$ cat src/rtl/uart_rx_pkg.sv
package uart_rx_pkg;

    // oversampling rate and the three vote positions inside one bit
    localparam int OVS   = 16;
    localparam int OVS_W = $clog2(OVS);
    localparam logic [OVS_W-1:0] SMP_A   = OVS_W'(OVS / 2 - 1);
    localparam logic [OVS_W-1:0] SMP_B   = OVS_W'(OVS / 2);
    localparam logic [OVS_W-1:0] SMP_C   = OVS_W'(OVS / 2 + 1);
    localparam logic [OVS_W-1:0] SMP_END = OVS_W'(OVS - 1);

    typedef enum logic [2:0] {
        S_OFF,
        S_HUNT,
        S_START,
        S_DATA,
        S_STOP,
        S_REARM
    } rx_state_e;

    function automatic logic maj3(input logic a, input logic b, input logic c);
        return (a & b) | (a & c) | (b & c);
    endfunction

endpackage

$ cat src/rtl/uart_rx_baud.sv
module uart_rx_baud #(
    parameter int DIV_W = 12
) (
    input  logic             clk,
    input  logic             rst_n,
    input  logic             en_i,
    input  logic [DIV_W-1:0] div_i,
    output logic             tick_o
);

    logic [DIV_W-1:0] cnt_q;

    always_ff @(posedge clk or negedge rst_n) begin
        if (!rst_n) begin
            cnt_q  <= '0;
            tick_o <= 1'b0;
        end else if (!en_i) begin
            cnt_q  <= '0;
            tick_o <= 1'b0;
        end else if (cnt_q >= div_i) begin
            cnt_q  <= '0;
            tick_o <= 1'b1;
        end else begin
            cnt_q  <= cnt_q + 1'b1;
            tick_o <= 1'b0;
        end
    end

    // with a divider above zero, two ticks are never adjacent
    p_tick_gap_r12: assert property (@(posedge clk) disable iff (!rst_n)
        (tick_o && div_i != '0 && $stable(div_i)) |=> !tick_o);

endmodule

$ cat src/rtl/uart_rx_fsm.sv
module uart_rx_fsm
    import uart_rx_pkg::*;
#(
    parameter int DATA_W = 8
) (
    input  logic            clk,
    input  logic            rst_n,
    input  logic            en_i,
    input  logic            nine_i,
    input  logic            tick_i,
    input  logic            rxd_i,
    output logic            done_o,
    output logic [DATA_W:0] data_o,
    output logic            frm_o,
    output logic            nse_o,
    output logic            idle_o
);

    localparam int SH_W   = DATA_W + 1;
    localparam int BIT_W  = $clog2(SH_W + 1);
    localparam int IDLE_W = $clog2(OVS * (SH_W + 2) + 1);
    localparam logic [BIT_W-1:0]  LAST_N = BIT_W'(DATA_W - 1);
    localparam logic [BIT_W-1:0]  LAST_W = BIT_W'(DATA_W);
    localparam logic [IDLE_W-1:0] IDLE_N = IDLE_W'(OVS * (DATA_W + 2) - 1);
    localparam logic [IDLE_W-1:0] IDLE_W_LIM = IDLE_W'(OVS * (DATA_W + 3) - 1);

    rx_state_e         state_q, state_d;
    logic              sync_q, rx_s;
    logic [OVS_W-1:0]  scnt_q;
    logic [BIT_W-1:0]  bidx_q;
    logic [SH_W-1:0]   sh_q;
    logic              smp_a_q, smp_b_q, nse_q;
    logic              idle_arm_q;
    logic [IDLE_W-1:0] idle_cnt_q;

    logic              mid, end_bit, vote, split, counting, finish;
    logic [BIT_W-1:0]  last_bit;
    logic [IDLE_W-1:0] idle_lim;

    assign mid      = tick_i && (scnt_q == SMP_C);
    assign end_bit  = tick_i && (scnt_q == SMP_END);
    assign vote     = maj3(smp_a_q, smp_b_q, rx_s);
    assign split    = !((smp_a_q == smp_b_q) && (smp_b_q == rx_s));
    assign last_bit = nine_i ? LAST_W : LAST_N;
    assign idle_lim = nine_i ? IDLE_W_LIM : IDLE_N;
    assign counting = (state_q inside {S_START, S_DATA, S_STOP}) &&
                      (state_d inside {S_START, S_DATA, S_STOP});
    assign finish   = (state_q == S_STOP) && mid && en_i;

    // state register
    always_ff @(posedge clk or negedge rst_n) begin
        if (!rst_n) state_q <= S_OFF;
        else        state_q <= state_d;
    end

    // transitions
    always_comb begin
        state_d = state_q;
        if (!en_i) begin
            state_d = S_OFF;
        end else begin
            unique case (state_q)
                S_OFF:   state_d = S_HUNT;
                S_HUNT:  if (tick_i && !rx_s) state_d = S_START;
                S_START: begin
                    if (mid && vote)  state_d = S_HUNT;
                    else if (end_bit) state_d = S_DATA;
                end
                S_DATA:  if (end_bit && bidx_q == last_bit) state_d = S_STOP;
                S_STOP:  if (mid) state_d = vote ? S_HUNT : S_REARM;
                S_REARM: if (rx_s) state_d = S_HUNT;
                default: state_d = S_OFF;
            endcase
        end
    end

    // datapath and outputs
    always_ff @(posedge clk or negedge rst_n) begin
        if (!rst_n) begin
            sync_q     <= 1'b1;
            rx_s       <= 1'b1;
            scnt_q     <= '0;
            bidx_q     <= '0;
            sh_q       <= '0;
            smp_a_q    <= 1'b1;
            smp_b_q    <= 1'b1;
            nse_q      <= 1'b0;
            idle_arm_q <= 1'b0;
            idle_cnt_q <= '0;
            done_o     <= 1'b0;
            data_o     <= '0;
            frm_o      <= 1'b0;
            nse_o      <= 1'b0;
            idle_o     <= 1'b0;
        end else begin
            sync_q <= rxd_i;
            rx_s   <= sync_q;
            done_o <= 1'b0;
            idle_o <= 1'b0;

            if (counting) begin
                if (tick_i) scnt_q <= scnt_q + 1'b1;
            end else begin
                scnt_q <= '0;
            end

            if (tick_i && scnt_q == SMP_A) smp_a_q <= rx_s;
            if (tick_i && scnt_q == SMP_B) smp_b_q <= rx_s;

            if (state_q == S_HUNT)  nse_q <= 1'b0;
            else if (mid && split)  nse_q <= 1'b1;

            if (state_q == S_START)                bidx_q <= '0;
            else if (state_q == S_DATA && end_bit) bidx_q <= bidx_q + 1'b1;

            if (state_q == S_DATA && mid) sh_q <= {vote, sh_q[SH_W-1:1]};

            if (finish) begin
                done_o <= 1'b1;
                data_o <= nine_i ? sh_q : {1'b0, sh_q[SH_W-1:1]};
                frm_o  <= !vote;
                nse_o  <= nse_q | split;
            end

            // idle line: a full character time of high line, once per arming
            if (state_q != S_HUNT || !rx_s) begin
                idle_cnt_q <= '0;
            end else if (tick_i && idle_arm_q) begin
                if (idle_cnt_q == idle_lim) begin
                    idle_o     <= 1'b1;
                    idle_arm_q <= 1'b0;
                    idle_cnt_q <= '0;
                end else begin
                    idle_cnt_q <= idle_cnt_q + 1'b1;
                end
            end
            if ((state_q == S_OFF && en_i) || finish) idle_arm_q <= 1'b1;
        end
    end

    // disabling parks the machine
    p_off_when_disabled_r11: assert property (@(posedge clk) disable iff (!rst_n)
        !en_i |=> state_q == S_OFF);
    // one idle event per arming
    p_idle_single_r9: assert property (@(posedge clk) disable iff (!rst_n)
        idle_o |=> !idle_o);
    // a low stop bit forces a wait for the line to return high
    p_break_rearm_r6: assert property (@(posedge clk) disable iff (!rst_n)
        (done_o && frm_o) |-> (state_q == S_REARM || state_q == S_OFF));
    // a character is only delivered out of the stop bit
    p_done_from_stop_r2: assert property (@(posedge clk) disable iff (!rst_n)
        done_o |-> $past(state_q) == S_STOP);

endmodule

$ cat src/rtl/uart_rx_regs.sv
module uart_rx_regs #(
    parameter int DATA_W = 8
) (
    input  logic              clk,
    input  logic              rst_n,
    input  logic              done_i,
    input  logic [DATA_W:0]   data_i,
    input  logic              frm_i,
    input  logic              nse_i,
    input  logic              idle_i,
    input  logic              stat_rd_i,
    input  logic              data_rd_i,
    input  logic              rie_i,
    input  logic              iie_i,
    input  logic              gmask_i,
    output logic [DATA_W-1:0] rdata_o,
    output logic              r8_o,
    output logic              rdy_o,
    output logic              ovr_o,
    output logic              frm_o,
    output logic              nse_o,
    output logic              idl_o,
    output logic              irq_o
);

    logic arm_q, clr, xfer, lost;

    assign clr  = data_rd_i && arm_q;
    assign xfer = done_i && !rdy_o;
    assign lost = done_i && rdy_o;

    always_ff @(posedge clk or negedge rst_n) begin
        if (!rst_n) begin
            arm_q   <= 1'b0;
            rdata_o <= '0;
            r8_o    <= 1'b0;
            rdy_o   <= 1'b0;
            ovr_o   <= 1'b0;
            frm_o   <= 1'b0;
            nse_o   <= 1'b0;
            idl_o   <= 1'b0;
        end else begin
            arm_q <= stat_rd_i | (arm_q & !clr);
            if (xfer) begin
                rdata_o <= data_i[DATA_W-1:0];
                r8_o    <= data_i[DATA_W];
            end
            rdy_o <= xfer | (rdy_o & !clr);
            ovr_o <= lost | (ovr_o & !clr);
            frm_o <= (xfer & frm_i) | (frm_o & !clr);
            nse_o <= (xfer & nse_i) | (nse_o & !clr);
            idl_o <= idle_i | (idl_o & !clr);
        end
    end

    assign irq_o = !gmask_i && ((rie_i && (rdy_o || ovr_o)) || (iie_i && idl_o));

    // ready only rises after a delivered character
    p_rdy_from_done_r2: assert property (@(posedge clk) disable iff (!rst_n)
        $rose(rdy_o) |-> $past(done_i));
    // a character arriving on a full buffer leaves the buffer alone
    p_ovr_keeps_buf_r4: assert property (@(posedge clk) disable iff (!rst_n)
        lost |=> ($stable(rdata_o) && $stable(r8_o)));
    // overrun only from a character meeting a full buffer
    p_ovr_cause_r4: assert property (@(posedge clk) disable iff (!rst_n)
        $rose(ovr_o) |-> $past(done_i && rdy_o));
    // ready only falls after a status read then a data read
    p_clear_needs_status_r5: assert property (@(posedge clk) disable iff (!rst_n)
        $fell(rdy_o) |-> $past(arm_q && data_rd_i));

endmodule

$ cat src/rtl/uart_rx_stat.sv
module uart_rx_stat #(
    parameter int DATA_W = 8,
    parameter int DIV_W  = 12
) (
    input  logic              clk,
    input  logic              rst_n,
    input  logic              rxd_i,
    input  logic              rx_en_i,
    input  logic              nine_i,
    input  logic [DIV_W-1:0]  div_i,
    input  logic              rie_i,
    input  logic              iie_i,
    input  logic              gmask_i,
    input  logic              stat_rd_i,
    input  logic              data_rd_i,
    output logic [DATA_W-1:0] rdata_o,
    output logic              r8_o,
    output logic              rdy_o,
    output logic              ovr_o,
    output logic              frm_o,
    output logic              nse_o,
    output logic              idl_o,
    output logic              irq_o
);

    logic            tick;
    logic            done;
    logic [DATA_W:0] chr;
    logic            c_frm, c_nse, idle_ev;

    uart_rx_baud #(.DIV_W(DIV_W)) u_baud (
        .clk    (clk),
        .rst_n  (rst_n),
        .en_i   (rx_en_i),
        .div_i  (div_i),
        .tick_o (tick)
    );

    uart_rx_fsm #(.DATA_W(DATA_W)) u_fsm (
        .clk    (clk),
        .rst_n  (rst_n),
        .en_i   (rx_en_i),
        .nine_i (nine_i),
        .tick_i (tick),
        .rxd_i  (rxd_i),
        .done_o (done),
        .data_o (chr),
        .frm_o  (c_frm),
        .nse_o  (c_nse),
        .idle_o (idle_ev)
    );

    uart_rx_regs #(.DATA_W(DATA_W)) u_regs (
        .clk       (clk),
        .rst_n     (rst_n),
        .done_i    (done),
        .data_i    (chr),
        .frm_i     (c_frm),
        .nse_i     (c_nse),
        .idle_i    (idle_ev),
        .stat_rd_i (stat_rd_i),
        .data_rd_i (data_rd_i),
        .rie_i     (rie_i),
        .iie_i     (iie_i),
        .gmask_i   (gmask_i),
        .rdata_o   (rdata_o),
        .r8_o      (r8_o),
        .rdy_o     (rdy_o),
        .ovr_o     (ovr_o),
        .frm_o     (frm_o),
        .nse_o     (nse_o),
        .idl_o     (idl_o),
        .irq_o     (irq_o)
    );

endmodule

$ cat config.mk
export PLATFORM = sky130hd
export DESIGN_NAME = uart_rx_stat
export DESIGN_NICKNAME = d
export VERILOG_FILES = /design/src/rtl/uart_rx_pkg.sv /design/src/rtl/uart_rx_baud.sv /design/src/rtl/uart_rx_fsm.sv /design/src/rtl/uart_rx_regs.sv /design/src/rtl/uart_rx_stat.sv
export SDC_FILE = /design/constraint.sdc
export NUM_CORES = 1
export LEC_CHECK = 0
export BUFFER_PORTS_ARGS = -buffer_cell sky130_fd_sc_hd__buf_2
export CAP_MARGIN = 30
export CORE_UTILIZATION = 33
export DETAILED_ROUTE_END_ITERATION = 10
export PLACE_DENSITY = 0.47
export SETUP_SLACK_MARGIN = 0.3
export SLEW_MARGIN = 30
export SYNTH_ARGS = -nofsm -noshare
export SYNTH_HDL_FRONTEND = slang
export SYNTH_HIERARCHICAL = 1
export SYNTH_SLANG_ARGS = --single-unit
$ cat constraint.sdc
create_clock -name clk -period 2.3 [get_ports clk]
set_input_delay 0.345 -clock clk [delete_from_list [all_inputs] [get_ports clk]]
set_output_delay 0.345 -clock clk [all_outputs]
set_load 0.05 [all_outputs]
-- After elaboration in Yosys (flattened, before gate mapping)
Cells that the tools add are included.
- input port bits: 22
- output and inout bits: 15
- bits in registers: 75
- logic and storage cells: 144
- reductions and logical operators: 41
- muxes and demuxes: 33
- add/subtract/negate cells: 4
- eq/ne operators: 19
- order comparisons: 1
- bitwise logic cells: 20
- operators by type and width (kind ; count):
    $mux 12 ; 2
    $mux 3 ; 8
    $mux 8 ; 3
    $logic_and 1x1->1 ; 22
    $mux 4 ; 5
    $pmux 3 s6 ; 1
    $add 12x1->12 const B ; 1
    $eq 3x2->1 const B ; 4
    $eq 4x4->1 const B ; 3
    $ge 12x12->1 ; 1
    $mux 1 ; 12
    $and 1x1->1 ; 11
    $reduce_bool 2->1 ; 5
    $eq 3x3->1 const B ; 3
    $mux 9 ; 1
    $or 1x1->1 ; 9
    $add 4x1->4 const B ; 2
    $add 8x1->8 const B ; 1
    $eq 8x8->1 ; 1
    $logic_not 1->1 ; 6
    $mux 6 ; 1
    $reduce_bool 3->1 ; 2
    $eq 4x3->1 const B ; 1
    $eq 4x4->1 ; 1
    7 further kinds ; 12

-- Longest topological paths before layout
- depth after elaboration: 11
- gate-level depth with buffers: 8
- gate-level depth less buffers: 7

-- Hierarchy
Netlist, hierarchy kept.
- modules (own cells, without submodules) (module ; instances ; cells each ; area an instance (um^2) ; seq. area each (um^2)):
    uart_rx_fsm ; 1 ; 223 ; 2316.0 ; 1181.1
    uart_rx_baud ; 1 ; 101 ; 970.9 ; 325.3
    uart_rx_regs ; 1 ; 38 ; 616.8 ; 375.4

-- Worst setup path before layout
No wires, ideal clock.
- kind: register -> output
- start point: register u_regs.rdy_o
- end point: output irq_o
- path buffers: 0
- path slack: 0.320 ns
- arrival: 1.635 ns
- stages on the path, launching flop included: 3
- required time: 1.955 ns
- cells stage by stage: dfrtp_1 o21ai_0 a21oi_1
- cells in the longest elaborated chain, start to end: 4
- RTL lines (what ; line ; RTL):
    from (decl) ; uart_rx_regs.sv:18 ; output logic rdy_o,
    from (signal assigned) ; uart_rx_regs.sv:48 ; rdy_o <= xfer | (rdy_o & !clr);
    $logic_or 1x1->1 ; uart_rx_regs.sv:56 ; assign irq_o = !gmask_i && ((rie_i && (rdy_o || ovr_o)) || (iie_i && idl_o));
    $logic_and 1x1->1 ; uart_rx_regs.sv:56 ;
    $logic_or 1x1->1 ; uart_rx_regs.sv:56 ;
    $logic_and 1x1->1 ; uart_rx_regs.sv:56 ;
    to (decl) ; uart_rx_stat.sv:23 ; output logic irq_o
Every way passes these cells.

-- Worst setup path in the final report
- start point: register u_baud.cnt_q[11]
- end point: register u_baud.cnt_q[8]
- cells in the longest elaborated chain, start to end: 3
- RTL lines (what ; line ; RTL):
    from (decl) ; uart_rx_baud.sv:11 ; logic [DIV_W-1:0] cnt_q;
    from (signal assigned) ; uart_rx_baud.sv:24 ; cnt_q <= cnt_q + 1'b1;
    $ge 12x12->1 ; uart_rx_baud.sv:20 ; end else if (cnt_q >= div_i) begin
    $mux 12 ; uart_rx_baud.sv:20 ;
    $mux 12 ; uart_rx_baud.sv:17 ; end else if (!en_i) begin
Every way passes these cells.
A chain may end at the register's enable or synchronous reset.

==> results.toml <==
[floorplanning]
core-area_sq_um = 11500
fp.dieArea_sq_um = 12300
initial_utilization_pct = 34.0
ios = 37
std_cell_rows = 39
fp.dieH_microns = 111
die_x_microns = 111

[status]
violations = "negative hold slack"
outcome = "complete, but fails checks"

[cts]
cts_buffers = 9
clockBufferDepth = 2
cts_tree = "done"
clock_latency_ps = 330
cts-hold-fix-buffers = 0
clk_pin_slew_ps = 60
cts.sinks = 75
cts_max_level = 3
root_buffer = "clkbuf_16"

[setup_path]
crit_fanout = 6
timing.rr.start = "u_baud/cnt_q[11]"
worstSetupEndpointType = "flip-flop"
cpLargestDelayFamily = "simple AND/OR/NAND/NOR gates"
worst-setup-path-type = "flip-flop to flip-flop"
path_cells = "ha_1, and4_1, nor3b_2, a221o_1, nor3_2"
endpoint = "u_baud/cnt_q[8]"
arrival_ps = 2060
cp.depth = 5
reg2reg_slack_ps = 440
cp.required_ps = 2500
max_stage_delay_ps = 430
reg2reg_depth = 5
critPathBufInv = 0
critical_path.startpoint_type = "flip-flop"
cp-startpoint = "u_baud/cnt_q[11]"
crit_path_top_delay_cell = "a221o_1"
r2r_end = "u_baud/cnt_q[8]"

[sta]
fin_crit_ps = 1860
whs_ps = -3.08
fin_crit_sh_pct = 81.0
tightest_slew_ps = 552
clock.fmax_ghz = 0.537
final-setup-viol-count = 0
finClkSkew_ps = 7.07
relSlewSlack_pct = 63.2
hold_viol_final = 2
rsz0062_at_grt = "true"
slew_violations = 0
fin_tns_setup_ps = 0

[run]
maxCapViolations = 0

[synth]
synthTopCellsByCount = "dfrtp_1, nand2_1, nor2_1"
seq_area_frac_synth_pct = 48.2
synth_enable_flop_cells = 0
async_reset_ff_share_pct = 100
ys_ff_latch = 75
synth_most_common_cell = "dfrtp_1"
syn_area_per_cell_sq_um = 10.8
ys_types = 57
synth.top_cell.area_share_pct = 45.5
syn_nets = 404
mappedNetlistArea_sq_um = 3900
synth_area_leaders = "dfrtp_1, ha_1, nand2_1"
ys.warnings.count = 6
synth_top_area_cell = "dfrtp_1"
synth_flop_cell = "dfrtp_1"
syn-instance-count = 362

[drt]
drt_iter0_drc = 93
dr_total_vias = 2743
via_per_inst = 4.96
wl_per_cell_microns = 13.6
totalWireLength_microns = 7500
ant_nets = 0
drc = 0
drt_pass1_iterations = 4

[placed_design]
gp_congestion = 0.714
hpwl_microns = 5310
placed_area_sq_um = 4250
portBuffers = 36

[global_route]
grt_util_met1_pct = 16.4
grt_max_degree = 43
met2_usage_pct = 22.4
antenna_found_initial = 0
grt.busiest_layer = "met2"
grt_pass1_vias = 2757
track_usage_pct = 13.2
grtUsageMet3_pct = 3.66
grt_overflow_total = 0
grt_pass1_wl_microns = 13100

[power]
p_leak_nw = 2.23
ir_drop_uv = 365
p_per_area_nw_per_um2 = 645
power_mw = 2.98

[finish]
final_nets = 447
drive_gt1_share_pct = 26.3
antenna_cells = 0
fin_area_sq_um = 4620
area_growth_pct = 18.2

[min_path]
min-delay-path-class = "input pin to asynchronous set/reset pin"
stage by stage:
stage	util (%)	cells	setup WS (ps)	hold WS [ps]
floorplan	-	362	320	49.4
global placement	37.1	534	327	364
detailed placement	37.1	534	269	360
CTS	39.8	550	303	19.9
global route	40.3	553	271	45.7
finish	40.3	553	438	-3.08
worst min path at each step:
| stage | from | endpoint | slack, ps | cells after the start |
|---|---|---|---|---|
| 4_1_cts | rst_n | u_regs/arm_q | 20 | 1 |
| 6_report | rst_n | u_regs/idl_o | -3 | 1 |
| 5_1_grt | rst_n | u_regs/arm_q | 50 | 1 |
| 2_1_floorplan | rst_n | u_baud/cnt_q[0] | 50 | 0 |
| 3_5_place_dp | u_fsm/sync_q | u_fsm/rx_s | 360 | 0 |
| 3_3_place_gp | u_fsm/sync_q | u_fsm/rx_s | 360 | 0 |
layer usage:
layer  routed length, microns  share of wire [%]  up-vias
li1                         -                  -     1356
met1                     3540                 47     1330
met2                     3610                 48       47
met3                      261                3.5       10
met4                       92                1.2        0
met5                        0                  0        -
flip-flops by register name (all words and copies together), names as in the netlist, 3 cells and up:
name              count
u_baud/cnt_q         12
u_fsm/bidx_q          4
u_fsm/data_o          9
u_fsm/idle_cnt_q      8
u_fsm/scnt_q          4
u_fsm/sh_q            9
u_fsm/state_q         3
u_regs/rdata_o        8
report_power, final:
group	switching, mW	internal (mW)	total, mW
clock network	0.558	0.952	1.51
registers	0.0116	1.33	1.34
logic	0.0767	0.0474	0.124
what timing repair did:
| item | CTS | global route |
|---|---|---|
| cloned | 0 | 1 |
| pin swaps | 1 | 3 |
| setup endpoints to repair | 5 | 20 |
| setup buffers | 0 | 2 |
| resized for setup | 1 | 4 |
cell usage in the layout (no fill, tap or decap), types with 10 or more instances in the layout:
cell type,instances
dfrtp_1,71
nand2_1,37
buf_2,35
nor2_1,25
inv_1,24
ha_1,20
o21ai_0,18
xnor2_1,13
a21oi_1,11
nand3_1,11
mux2_2,11
mux2i_1,10
cell type report:
class / instances / area [sq um]
fill: 1101 / 6850
sequential: 75 / 1880
inverter: 24 / 90.1
multi-input combinational: 252 / 1900
tap: 143 / 179
timing repair buffer: 43 / 248
clock inverter: 6 / 88.8
clock buffer: 10 / 229
worst register-to-register path, cell delays in order (launching register included):
cell and delay, ps:
dfrtp_1 400, ha_1 350, and4_1 220, nor3b_2 250
a221o_1 430, nor3_2 80
kinds of logic after synthesis:
group                    share of synthesized area (%)
AO/OA/AOI/OAI                                     9.52
XOR/XNOR                                          3.81
adder cells (fa/ha/maj)                           6.41
buffers and inverters                             3.94
flip-flops                                        48.2
multiplexers                                      9.20
AND/OR/NAND/NOR                                   18.9
Note: power is estimated with default switching activity, not from simulation.
